## src/rtl/tach_pkg.sv

```systemverilog
package tach_pkg;
  localparam int PROF_W       = 32;
  localparam int SRC_W        = 3;
  localparam int NPORT        = 1 << SRC_W;
  localparam int RES_CNT_W    = 20;
  localparam int PRE_W        = 17;
  localparam int PROF_EN_BIT  = 0;
  localparam int PROF_DIV_LSB = 1;
  localparam int PROF_MODE_LSB = 4;
  localparam int PROF_WIN_LSB = 16;

  typedef enum logic [1:0] {EDGE_FALL = 2'b00, EDGE_RISE = 2'b01, EDGE_BOTH = 2'b10, EDGE_RSVD = 2'b11} edgeMode_t;
  typedef enum logic [1:0] {ST_IDLE, ST_ARM, ST_COUNT} measState_t;

  typedef struct packed {
    logic start;
    logic restartPre;
    logic run;
    logic postCount;
    logic postSat;
  } tachStrobe_t;

  typedef struct packed {
    logic qualEdge;
    logic armExpired;
    logic cntFull;
  } tachStatus_t;

  function automatic logic [PRE_W-1:0] tickDivisor(input logic [2:0] d);
    return PRE_W'(4) << (2 * int'(d));
  endfunction
endpackage

```

## src/rtl/tach_control.sv

```systemverilog
module tach_control import tach_pkg::*; #(
  parameter int NCH    = 16,
  parameter int NPROF  = 3,
  parameter int CH_W   = 4,
  parameter int PSEL_W = 2
) (
  input  logic                    clk,
  input  logic                    rstN,
  input  logic [NCH-1:0]          trigReg,
  input  logic [NCH-1:0]          chanEnable,
  input  logic [2*NCH-1:0]        srcLo,
  input  logic [2*NCH-1:0]        srcHi,
  input  logic [NPORT*PSEL_W-1:0] portProf,
  input  logic [NPROF*PROF_W-1:0] profWords,
  input  tachStatus_t             status,
  output tachStrobe_t             strobe,
  output logic [CH_W-1:0]         curCh,
  output edgeMode_t               curMode,
  output logic [2:0]              curDiv,
  output logic [15:0]             curWin
);
  logic [NCH-1:0]    trigPrev;
  logic [NCH-1:0]    rise;
  logic              anyRise;
  logic [CH_W-1:0]   pick;
  logic [SRC_W-1:0]  pickSrc;
  logic [PSEL_W-1:0] pickProf;
  logic [PSEL_W-1:0] profIdx;
  logic [PROF_W-1:0] pickWord;
  logic              profEn;
  logic              gate;
  measState_t        state;
  logic [NCH-1:0]    unusedOddHi;

  always_comb begin
    for (int i = 0; i < NCH; i++) unusedOddHi[i] = srcHi[2*i+1];
  end

  always_comb begin
    rise    = trigReg & ~trigPrev;
    anyRise = |rise;
    pick    = '0;
    for (int i = NCH - 1; i >= 0; i--) if (rise[i]) pick = CH_W'(i);
    pickSrc  = {srcHi[2*int'(pick)], srcLo[2*int'(pick) +: 2]};
    pickProf = portProf[int'(pickSrc)*PSEL_W +: PSEL_W];
    profIdx  = (int'(pickProf) < NPROF) ? pickProf : '0;
    pickWord = profWords[int'(profIdx)*PROF_W +: PROF_W];
  end

  assign gate = chanEnable[curCh] & profEn;

  always_comb begin
    strobe = '0;
    if (anyRise) strobe.start = 1'b1;
    else if (gate) begin
      unique case (state)
        ST_ARM: begin
          if (status.qualEdge)        strobe.restartPre = 1'b1;
          else if (status.armExpired) strobe.postSat = 1'b1;
          else                        strobe.run = 1'b1;
        end
        ST_COUNT: begin
          if (status.qualEdge)     strobe.postCount = 1'b1;
          else if (status.cntFull) strobe.postSat = 1'b1;
          else                     strobe.run = 1'b1;
        end
        default: ;
      endcase
    end
  end

  always_ff @(posedge clk or negedge rstN) begin
    if (!rstN) begin
      trigPrev <= '0;
      state    <= ST_IDLE;
      curCh    <= '0;
      curMode  <= EDGE_FALL;
      curDiv   <= '0;
      curWin   <= '0;
      profEn   <= 1'b0;
    end else begin
      trigPrev <= trigReg;
      if (strobe.start) begin
        state   <= ST_ARM;
        curCh   <= pick;
        curMode <= edgeMode_t'(pickWord[PROF_MODE_LSB +: 2]);
        curDiv  <= pickWord[PROF_DIV_LSB +: 3];
        curWin  <= pickWord[PROF_WIN_LSB +: 16];
        profEn  <= pickWord[PROF_EN_BIT];
      end else if (strobe.restartPre) state <= ST_COUNT;
      else if (strobe.postCount || strobe.postSat) state <= ST_IDLE;
    end
  end
endmodule

```

## src/rtl/tach_datapath.sv

```systemverilog
module tach_datapath import tach_pkg::*; #(
  parameter int NCH   = 16,
  parameter int CNT_W = 20,
  parameter int CH_W  = 4
) (
  input  logic             clk,
  input  logic             rstN,
  input  logic [NCH-1:0]   tachIn,
  input  tachStrobe_t      strobe,
  input  logic [CH_W-1:0]  curCh,
  input  edgeMode_t        curMode,
  input  logic [2:0]       curDiv,
  input  logic [15:0]      curWin,
  output tachStatus_t      status,
  output logic [31:0]      result
);
  logic [NCH-1:0]   syncA, syncB, prevB;
  logic             selRise, selFall, tick;
  logic [PRE_W-1:0] pre, divisor;
  logic [15:0]      armCnt;
  logic [CNT_W-1:0] cnt, cntOut;
  logic             doneR;

  for (genvar g = 0; g < NCH; g++) begin : g_sync
    always_ff @(posedge clk or negedge rstN) begin
      if (!rstN) begin
        syncA[g] <= 1'b0;
        syncB[g] <= 1'b0;
        prevB[g] <= 1'b0;
      end else begin
        syncA[g] <= tachIn[g];
        syncB[g] <= syncA[g];
        prevB[g] <= syncB[g];
      end
    end
  end

  assign selRise = syncB[curCh] & ~prevB[curCh];
  assign selFall = ~syncB[curCh] & prevB[curCh];
  assign divisor = tickDivisor(curDiv);
  assign tick    = strobe.run && (pre == divisor - PRE_W'(1));

  always_comb begin
    unique case (curMode)
      EDGE_FALL: status.qualEdge = selFall;
      EDGE_RISE: status.qualEdge = selRise;
      default:   status.qualEdge = selRise | selFall;
    endcase
    status.armExpired = (curWin != '0) && (armCnt >= curWin);
    status.cntFull    = &cnt;
  end

  always_ff @(posedge clk or negedge rstN) begin
    if (!rstN) begin
      pre    <= '0;
      armCnt <= '0;
      cnt    <= '0;
    end else if (strobe.start) begin
      pre    <= '0;
      armCnt <= '0;
      cnt    <= '0;
    end else if (strobe.restartPre) begin
      pre <= PRE_W'(1);
      cnt <= '0;
    end else if (strobe.run) begin
      pre <= tick ? '0 : pre + PRE_W'(1);
      if (tick) begin
        cnt <= cnt + CNT_W'(1);
        if (armCnt != '1) armCnt <= armCnt + 16'd1;
      end
    end
  end

  always_ff @(posedge clk or negedge rstN) begin
    if (!rstN) begin
      doneR  <= 1'b0;
      cntOut <= '0;
    end else if (strobe.start) begin
      doneR  <= 1'b0;
      cntOut <= '0;
    end else if (strobe.postCount) begin
      doneR  <= 1'b1;
      cntOut <= (cnt == '0) ? CNT_W'(1) : cnt;
    end else if (strobe.postSat) begin
      doneR  <= 1'b1;
      cntOut <= '1;
    end
  end

  assign result = {doneR, 11'd0, RES_CNT_W'(cntOut)};
endmodule

```

## src/rtl/tach_meter.sv

```systemverilog
module tach_meter import tach_pkg::*; #(
  parameter int NCH    = 16,
  parameter int NPROF  = 3,
  parameter int CNT_W  = 20,
  parameter int PSEL_W = (NPROF > 1) ? $clog2(NPROF) : 1
) (
  input  logic                    clk,
  input  logic                    rstN,
  input  logic [NCH-1:0]          tachIn,
  input  logic [NCH-1:0]          trigReg,
  input  logic [NCH-1:0]          chanEnable,
  input  logic [2*NCH-1:0]        srcLo,
  input  logic [2*NCH-1:0]        srcHi,
  input  logic [NPORT*PSEL_W-1:0] portProf,
  input  logic [NPROF*32-1:0]     profWords,
  output logic [31:0]             result
);
  localparam int CH_W = (NCH > 1) ? $clog2(NCH) : 1;

  tachStrobe_t     strobe;
  tachStatus_t     status;
  logic [CH_W-1:0] curCh;
  edgeMode_t       curMode;
  logic [2:0]      curDiv;
  logic [15:0]     curWin;

  tach_control #(.NCH(NCH), .NPROF(NPROF), .CH_W(CH_W), .PSEL_W(PSEL_W)) ctl_i (
    .clk(clk), .rstN(rstN), .trigReg(trigReg), .chanEnable(chanEnable),
    .srcLo(srcLo), .srcHi(srcHi), .portProf(portProf), .profWords(profWords),
    .status(status), .strobe(strobe), .curCh(curCh), .curMode(curMode),
    .curDiv(curDiv), .curWin(curWin));

  tach_datapath #(.NCH(NCH), .CNT_W(CNT_W), .CH_W(CH_W)) dp_i (
    .clk(clk), .rstN(rstN), .tachIn(tachIn), .strobe(strobe), .curCh(curCh),
    .curMode(curMode), .curDiv(curDiv), .curWin(curWin), .status(status),
    .result(result));
endmodule

```

## config.mk

```make
export PLATFORM = sky130hd
export DESIGN_NAME = tach_meter
export DESIGN_NICKNAME = d
export VERILOG_FILES = /design/src/rtl/tach_pkg.sv /design/src/rtl/tach_control.sv /design/src/rtl/tach_datapath.sv /design/src/rtl/tach_meter.sv
export SDC_FILE = /design/constraint.sdc
export NUM_CORES = 1
export LEC_CHECK = 0
export BUFFER_PORTS_ARGS = -buffer_cell sky130_fd_sc_hd__buf_2
export CORE_UTILIZATION = 53
export CTS_CLUSTER_SIZE = 12
export DETAILED_ROUTE_END_ITERATION = 16
export GPL_TIMING_DRIVEN = 0
export PLACE_DENSITY_LB_ADDON = 0.2
export SETUP_SLACK_MARGIN = 0.4
export SYNTH_ARGS = -nofsm -noshare
export SYNTH_HDL_FRONTEND = slang
export SYNTH_SLANG_ARGS = --single-unit
```

## constraint.sdc

```tcl
create_clock -name clk -period 4.26 [get_ports clk]
set_input_delay 0.852 -clock clk [delete_from_list [all_inputs] [get_ports clk]]
set_output_delay 0.852 -clock clk [all_outputs]
set_load 0.02 [all_outputs]
```

Word-level counts from Yosys, hierarchy flattened
Cells that the tools add are included.
- flip-flop bits (word level): 166
- latch bits: 0
- RAM bits: 0
- ROM bits: 0
- memories kept: 0
- add/subtract/negate cells: 4
- $mul: 0
- div/mod/pow operators: 0
- magnitude comparators: 4
- equality and inequality tests: 6
- shifts and indexed selects: 4
- multiplexer cells: 65
- bitwise operators: 8
- reduce and logical (&&, ||, !) cells: 17
- operator list (kind ; number):
    20-bit 2-to-1 mux ; 8
    96-bit by 8-bit variable part select with 32-bit output ; 1
    16-bit 2-to-1 mux ; 5
    4-bit 2-to-1 mux ; 18
    17-bit 2-to-1 mux ; 4
    32-bit by 6-bit variable part select with 2-bit output ; 1
    20-bit by 1-bit adder with 20-bit output, second input constant ; 1
    20-bit logical NOT ; 1
    20-bit AND reduction ; 1
    1-bit 2-to-1 mux ; 19
    17-bit by 1-bit adder with 17-bit output, second input constant ; 1
    17-bit equality test ; 1
    3-bit by 4-bit left shift with 17-bit output, first input constant ; 1
    17-bit by 1-bit subtractor with 17-bit output, second input constant ; 1
    16-bit by 1-bit adder with 16-bit output, second input constant ; 1
    16-bit bitwise AND ; 1
    1-bit binary-select mux with 4-bit select ; 4
    16-bit >= comparator ; 1
    16-bit != test, second input constant ; 1
    16-bit inverter ; 1
    16-bit nonzero test ; 1
    16-bit OR reduction ; 1
    16-bit by 5-bit variable part select with 2-bit output ; 1
    3-bit nonzero test ; 4
    17 further kinds ; 29

Longest topological paths before layout
Gate-level depths: netlist (run 1).
- depth in word-level cells: 24
- gate-level depth with buffers: 17

Cells and area by module
From an unflattened synthesis (run 1), not the netlist that was laid out.
- cells, all modules: 1028
- area, all modules: 10163.5 um^2
- modules (own cells, without submodules) (module ; instances ; cells each ; area an instance (um^2) ; seq. area each (um^2)):
    tach_datapath ; 1 ; 601 ; 6208.5 ; 3052.9
    tach_control ; 1 ; 427 ; 3955.0 ; 1101.1

Worst setup path after synthesis (run 1)
Ideal clock, no wire load.
- path type: register to register
- start point: register ctl_i.curCh[0]
- end point: register dp_i.cnt[7]
- setup time: 0.131 ns
- data arrival time: 3.813 ns
- setup slack: 0.316 ns
- stages on the path, launching flop included: 15
- period minus slack after synthesis: 3.944 ns
- cell sequence: dfrtp_1 buf_2 mux4_2 mux4_2 ha_1 nor2b_1 a211oi_1 a21oi_1 or3_1 a21o_1 nor3_2 clkbuf_1 nand3_1 xor2_1 nor2_1
- word-level cells in the longest chain between the ends: 13
- ends and longest elaborated chain (item ; RTL line ; text):
    from (decl) ; tach_control.sv:17 ; output logic [CH_W-1:0] curCh,
    from (signal assigned) ; tach_control.sv:85 ; curCh <= pick;
    1-bit binary-select mux with 4-bit select ; tach_datapath.sv:38, tach_datapath.sv:39 ;
    1-bit 2-to-1 mux (not written as such) ; tach_datapath.sv:38, tach_datapath.sv:39 ;
    1-bit inverter (on tied branches) ; tach_datapath.sv:38, tach_datapath.sv:39 ;
    1-bit bitwise AND (on tied branches) ; tach_datapath.sv:38, tach_datapath.sv:39 ;
    1-bit OR ; tach_datapath.sv:47 ; default: status.qualEdge = selRise | selFall;
    1-bit case mux with 2 select lines ; tach_datapath.sv:44 ; unique case (curMode)
    1-bit 2-to-1 mux (on tied branches) ; tach_control.sv:63, tach_control.sv:58 ;
    1-bit case mux with 2 select lines ; tach_control.sv:56 ; unique case (state)
    4-bit 2-to-1 mux * ; tach_control.sv:55 ; else if (gate) begin
    4-bit 2-to-1 mux * ; tach_control.sv:54 ; if (anyRise) strobe.start = 1'b1;
    1-bit logical AND ; tach_datapath.sv:41 ; assign tick = strobe.run && (pre == divisor - PRE_W'(1));
    3-bit nonzero test (no source line) ; -- ;
    2-bit AND reduction (no source line) ; -- ;
    to (signal assigned) ; tach_datapath.sv:68 ; cnt <= cnt + CNT_W'(1);
    to (decl) ; tach_datapath.sv:21 ; logic [CNT_W-1:0] cnt, cntOut;
Every way passes the cells marked *; elsewhere a longest branch is shown, timed or not. The select of a mux whose other input is x is not followed.
A chain may end at the register's enable or synchronous reset.

Worst setup path after layout (run 1)
- start point: input trigReg[11]
- end point: register ctl_i.curWin[2]
- word-level cells in the longest chain between the ends: 19
- ends and longest elaborated chain (item ; RTL line ; text):
    from (decl) ; tach_meter.sv:10 ; input logic [NCH-1:0] trigReg,
    16-bit bitwise AND * ; tach_control.sv:40 ; rise = trigReg & ~trigPrev;
    parallel branches: the longest is 18 deep, another holds 4-bit 2-to-1 mux ; -- ;
    to (signal assigned) ; tach_control.sv:88 ; curWin <= pickWord[PROF_WIN_LSB +: 16];
    to (decl) ; tach_control.sv:20 ; output logic [15:0] curWin
Mark *: on every way between the ends. The select of a mux whose other input is x is not followed.

==> results of run 1 <==
==> what timing repair did <==
item | in CTS | in global routing
hold endpoints to repair | 0 | 0
hold buffers | 0 | 0
buffers inserted | 20 | 8
gates cloned | 2 | 1
resized for setup | 57 | 82
setup endpoints to repair | 90 | 72
pin swaps | 16 | 36
==> how the worst max path moves through the flow <==
stage | startpoint | end | depth (start not counted)
5_1_grt | trigReg[11] | ctl_i.curWin[5]$_DFFE_PN0N_ | 19
2_1_floorplan | trigReg[8] | ctl_i.curMode[1]$_DFFE_PN0N_ | 15
3_3_place_gp | trigReg[11] | ctl_i.curMode[1]$_DFFE_PN0N_ | 16
6_report | trigReg[11] | ctl_i.curWin[2]$_DFFE_PN0N_ | 18
3_5_place_dp | trigReg[11] | ctl_i.curMode[1]$_DFFE_PN0N_ | 16
4_1_cts | trigReg[11] | ctl_i.curWin[7]$_DFFE_PN0N_ | 16
==> cell type report <==
cell class                      instances  share of cell area
Multi-Input combinational cell        675              0.4287
Sequential cell                       166              0.3408
Timing Repair Buffer                  232              0.1116
Clock buffer                           17             0.03489
Buffer                                 53             0.03253
Tap cell                              225             0.02309
Clock inverter                         15             0.01714
Inverter                               36             0.01108
Antenna cell                            1           0.0002052
==> power groups by stage <==
stage	Clock (mW)	Combinational (mW)	Sequential, mW
3_3_place_gp	0	1.28	1.83
2_1_floorplan	0	0.955	1.80
5_1_grt	1.68	1.81	1.83
3_5_place_dp	0	1.32	1.83
6_report	1.59	1.67	1.81
4_1_cts	1.61	1.48	1.81
==> metrics by stage <==
stage	cells	setup TNS, ns	cell area [µm²]	power (mW)	setup slack [ns]
2_1_floorplan	930	0	9387	2.756	0.4047
3_3_place_gp	1355	-32.84	10670	3.118	-0.4824
3_5_place_dp	1356	-11.43	10710	3.155	-0.4758
4_1_cts	1410	0	11790	4.902	0.3371
5_1_grt	1419	0	12190	5.312	0.2700
6_report	1420	0	12190	5.068	0.3497
==> worst max-delay path, cell delays in order <==
cell and delay [ns]:
buf_8 0.10, nor2b_4 0.13, buf_6 0.11, or4_4 0.55
o21ai_4 0.20, nand2_2 0.08, buf_6 0.14, and3_4 0.17
a311oi_2 0.24, o32ai_2 0.12, a211o_1 0.31, a32oi_1 0.24
o211ai_1 0.15, a21o_1 0.21, buf_8 0.16, clkbuf_16 0.17
mux2i_2 0.20, a21oi_2 0.08
==> routing by layer <==
metal  up-vias  global-route usage  part of all wire  wire length (µm)
met5         -                   0           0.00053                13
met4         2             0.07740             0.017               421
met1      3907              0.3675              0.43             10610
met3        43             0.06194             0.067              1637
li1       3884                   -                 -                 -
met2       327              0.4539              0.48             11920
==> cells by family after synthesis <==
logic type / Yosys count
compound gates: 197
flops: 166
other cells: 1
xor+xnor: 46
mux: 56
fa+ha+maj: 26
buf+inv: 89
simple gates: 339
==> registers in the layout, indices dropped and copies added, names as in the netlist <==
| signal | count |
|---|---|
| dp_i.pre | 17 |
| dp_i.armCnt | 16 |
| ctl_i.curMode | 2 |
| ctl_i.curDiv | 3 |
| dp_i.cntOut | 20 |
| ctl_i.profEn | 1 |
| dp_i.cnt | 20 |
| ctl_i.trigPrev | 16 |
| dp_i.syncA | 16 |
| ctl_i.curCh | 4 |
| ctl_i.state | 2 |
| dp_i.syncB | 16 |
| dp_i.prevB | 16 |
| ctl_i.curWin | 16 |
| dp_i.doneR | 1 |
==> cells in the final DEF (no fill, tap or decap), types with 17 or more instances in the layout <==
cell type / instances
and3_1: 18
xor2_1: 35
dfrtp_1: 165
a21oi_1: 35
buf_4: 38
ha_1: 25
nand4_1: 21
o221a_2: 18
o21ai_0: 18
nand2_1: 47
nand3_1: 28
buf_2: 201
inv_1: 36
a22o_1: 17
nor2_1: 105
clkbuf_16: 18
mux2i_1: 21
==> flow_summary.yaml, run 1 <==
setup_path:
  timing.rr.end: "ctl_i.curWin[2]$_DFFE_PN0N_"
  cp_max_fo: 6
  arrival_ns: 4.22
  worstPathRequired_ns: 4.57
  r2r_cells: 16
  start_kind: "input port"
  critPathKind: "in2reg"
  critPathCaptureType: "flop"
  r2r_start: "ctl_i.trigPrev[14]$_DFF_PN0_"
  ff2ff_setup_slack_ns: 0.48
clock_network:
  insertion_delay_ns: 0.43
  clock_sinks: 166
  clk_path_buf_depth: 2
  cts_tree: "yes"
  cts.clk_slew.worst_paths_ns: 0.08
  numCtsBuffers: 17
  h-tree-depth: 4
  clock-root-buffer: "clkbuf_16"
synthesis:
  synth_xor_area_frac: 0.04315
  syn_inst: 920
  synthAdderAreaFrac: 0.03458
  yosysMostFrequentCell: "dfrtp_1"
  synth_largest_area_cell: "dfrtp_1"
  synth_top_family_by_area: "simple AND/OR/NAND/NOR gates"
  async_flop_share: 1.000
  synthMuxAreaShare: 0.08108
  synth_area_leaders: "dfrtp_1, nor2_1, mux2i_1, mux4_2, ha_1"
  yosysTopAreaCellShare: 0.4449
  synthSimpleGateAreaFrac: 0.1880
  synth_compound_area_frac: 0.1596
  synth_common_cells: "dfrtp_1, nor2_1, nand2_1"
  synthesis.area_mm2: 0.009336
  synth_enable_flop_cells: 0
  synth.distinct_cells: 86
  ys_warn_count: 0
  synth-seq-cells: 166
  synth.avg_cell_area_um2: 10.15
  ys.flop_type: "dfrtp_1"
  synth-seq-area-share: 0.4449
floorplanning:
  rows: 48
  die_x_um: 134.7
  coreArea_mm2: 0.01724
  die_h_um: 134.7
  start_util: 0.5417
  die_area_mm2: 0.01815
  num_io_pins: 258
sta:
  period_minus_slack_ns: 3.910
  clock_skew_ns: 0.01247
  final_max_slew_viol_count: 0
  hold_violations: 0
  worst_pin_slew_ns: 0.6604
  fmax_ghz: 0.2557
  whs_ns: 0.3507
  timing.slew.headroom: 0.5584
  finalSetupViolations: 0
  rsz0062_at_grt: "true"
  period_share: 0.9179
final_layout:
  multi_input_area_mm2: 0.005228
  final_util: 0.7075
  nFillCells: 1233
  regArea_mm2: 0.004155
  drive_gt1_frac: 0.3551
  final_nets: 1432
  synthToLayoutAreaGrowth_pct: 30.61
global_route:
  grt_pass1_vias: 7778
  track_usage: 0.2760
  grt-ovfl-total: 0
  grt_first_pass_wirelength_um: 38840
  grt_max_degree: 93
  antenna_found_initial: 2
job:
  drv_cap: 0
placement:
  globalplace.congestion: 0.8855
  io_buffers: 200
  hpwl_um: 17710
detailed_routing:
  drt_iter0_drc: 566
  vias: 8163
  firstDrtPassIters: 6
  viasPerCell: 5.749
  ant_nets: 0
  drc: 0
  wl_um: 24600
  detail_route.wl_per_cell_um: 17.32
worst_hold_path:
  min_delay_path_depth: 0
  hold_path.class: "reg2reg"
  whs_endpoint: "dp_i.syncB[5]$_DFF_PN0_"
  hold_start: "dp_i.syncA[5]$_DFF_PN0_"
power:
  p_per_area_mw_per_mm2: 415.6
  swShare: 0.3426
  power.switching_mw: 1.736
  power_frac_seq: 0.357
  p_leak_nw: 5.626
  power_frac_comb: 0.330
  p_int_mw: 3.332
  p_clk_frac: 0.313
  vdd_drop_max_v: 0.0002936
outcome:
  outcome: "finished clean"
(Power assumes the default switching activity.)
==> run 2: changes to the inputs <==
- REMOVE_ABC_BUFFERS: default -> 1
==> run 2 against run 1 <==
  * Die area did not move
  * Routed wire length up 3.4%
  * First-iteration DRC count fell by 16%
  * Critical path depth down 2
  * Clock power is 5% lower
  * Largest power group unchanged
  * Highest routed layer unchanged
  * Register-to-register slack worse by 0.05 ns
  * Non-clock buffer count shrank 41
  * Count of clock-buffer cells in the layout is 2 higher
  * Combinational power rose by 10%
  * Clock skew shrank 0.0031 ns
==> flow_summary.yaml, run 2 (same netlist as run 1, synthesis figures left out) <==
sta:
  clock_skew_ns: 0.009329
  fmax_ghz: 0.2548
  worst_pin_slew_ns: 0.7176
  finalSetupViolations: 0
  fin_setup_tns_ns: 0
  period_minus_slack_ns: 3.924
  whs_ns: 0.2980
  period_share: 0.9212
  final_max_slew_viol_count: 0
  timing.slew.headroom: 0.5202
  setup_ws_ns: 0.3356
  rsz0062_at_grt: "true"
  hold_violations: 0
clock_network:
  numCtsBuffers: 17
  cts.clk_slew.worst_paths_ns: 0.07
  clock-root-buffer: "clkbuf_16"
  clk_path_buf_depth: 2
  h-tree-depth: 4
  cts_hold_buffers: 0
  insertion_delay_ns: 0.43
  clock_sinks: 166
  cts_tree: "yes"
setup_path:
  cp_slowest_cell: "or4_4"
  critPathKind: "in2reg"
  critPathCaptureType: "flop"
  cp_common_cell: "buf_4"
  worstPathRequired_ns: 4.57
  cpPeakStageDelay_ns: 0.56
  crit_chain: "buf_2, nor2b_2, or4_4, o21ai_4, buf_4, nand2_2, a211oi_1, o32ai_2, a211oi_2, a311o_1, o211ai_1, buf_4, a21o_4, buf_12, mux2i_1, a21oi_2"
  ff2ff_setup_slack_ns: 0.43
  cp_max_fo: 10
  arrival_ns: 4.23
  start_kind: "input port"
final_layout:
  final_util: 0.7125
  final_common_cell: "buf_2"
  most-common-layout-cells: "buf_2, dfrtp_1, nor2_1"
  reg_top3: "dp_i.cntOut: 20 flops, dp_i.cnt: 20 flops, dp_i.pre: 17 flops"
  antennaDiodeCount: 0
  fin_cells: 1386
  finalInstanceArea_mm2: 0.01228
  final_nets: 1399
  synthToLayoutAreaGrowth_pct: 31.53
  drive_gt1_frac: 0.3738
placement:
  dp_cells: 1307
  io_buffers: 200
  hpwl_um: 15990
  place_area_mm2: 0.01048
  globalplace.congestion: 0.8826
  dp_slack_ns: -1.487
global_route:
  antenna_found_initial: 3
  grt_pass1_vias: 7494
  grt_first_pass_wirelength_um: 37610
  grt-ovfl-total: 0
  grt_max_degree: 127
  track_usage: 0.2684
detailed_routing:
  viasPerCell: 5.887
  drc: 0
  detail_route.wl_per_cell_um: 18.36
  drt_iter0_drc: 477
  wl_um: 25440
  ant_nets: 0
  firstDrtPassIters: 5
  vias: 8160
floorplanning:
  rows: 48
  die_h_um: 134.7
  num_io_pins: 258
  start_util: 0.5417
  coreArea_mm2: 0.01724
  die_x_um: 134.7
  die_area_mm2: 0.01815
worst_hold_path:
  hold_path.class: "in2async"
power:
  vdd_drop_max_v: 0.0003238
  p_total_mw: 5.189
  p_leak_nw: 5.535
  p_per_area_mw_per_mm2: 422.5
job:
  drv_cap: 0
outcome:
  outcome: "finished clean"
## run 2: cell count changes in the layout (fill, tap and decap cells not counted), moves of 6 or more
cell,previous run,this run
a21oi_1,35,20
buf_4,38,23
clkbuf_1,16,1
a21oi_2,8,20
clkinv_8,6,0
## run 2: worst paths after layout
check / cells after the start / endpoint / startpoint
max in group asynchronous: 2 / ctl_i.curCh[0]$_DFFE_PN0N_ / rstN
min in group clk: 0 / dp_i.syncB[14]$_DFF_PN0_ / dp_i.syncA[14]$_DFF_PN0_
min: 1 / dp_i.pre[13]$_DFFE_PN0P_ / rstN
max reg2reg: 14 / dp_i.armCnt[10]$_DFFE_PN0P_ / ctl_i.curCh[0]$_DFFE_PN0N_
min reg2reg: 0 / dp_i.syncB[14]$_DFF_PN0_ / dp_i.syncA[14]$_DFF_PN0_
max: 16 / ctl_i.curWin[3]$_DFFE_PN0N_ / trigReg[8]
## run 2: power by group
| group | total [mW] | internal [mW] | leakage, nW | switching [mW] |
|---|---|---|---|---|
| Combinational | 1.84 | 0.882 | 3.15 | 0.959 |
| Clock | 1.51 | 0.838 | 0.282 | 0.668 |
| Sequential | 1.84 | 1.72 | 2.10 | 0.124 |
| Total | 5.19 | 3.44 | 5.53 | 1.75 |
## run 2: layout make-up
class                           instances  area, µm²
Multi-Input combinational cell        683       5554
Sequential cell                       166       4159
Tap cell                              225      281.5
Clock buffer                           19      442.9
Clock inverter                         13      132.6
Inverter                               36      135.1
Timing Repair Buffer                  244       1575
Fill cell                            1221       4956
## run 2: metal layers
metal | track usage | vias up | wire (µm)
met1 | 0.3537 | 3964 | 10690
met5 | 0 | - | 34
li1 | - | 3828 | -
met3 | 0.06682 | 53 | 1658
met4 | 0.08489 | 6 | 529
met2 | 0.4367 | 309 | 12530
## run 2: critical path, delay by kind of cell
| family | cells | cell delay (ns) |
|---|---|---|
| AOI/OAI and AO/OA | 8 | 1.60 |
| buffers and inverters | 4 | 0.61 |
| and+or+nand+nor | 3 | 0.93 |
| muxes | 1 | 0.21 |
## run 2: timing repair
item,CTS,global route
cloned,8,1
gates resized for setup,83,80
buffers inserted,26,12
pin swaps,28,31
endpoints found under the setup margin,96,68
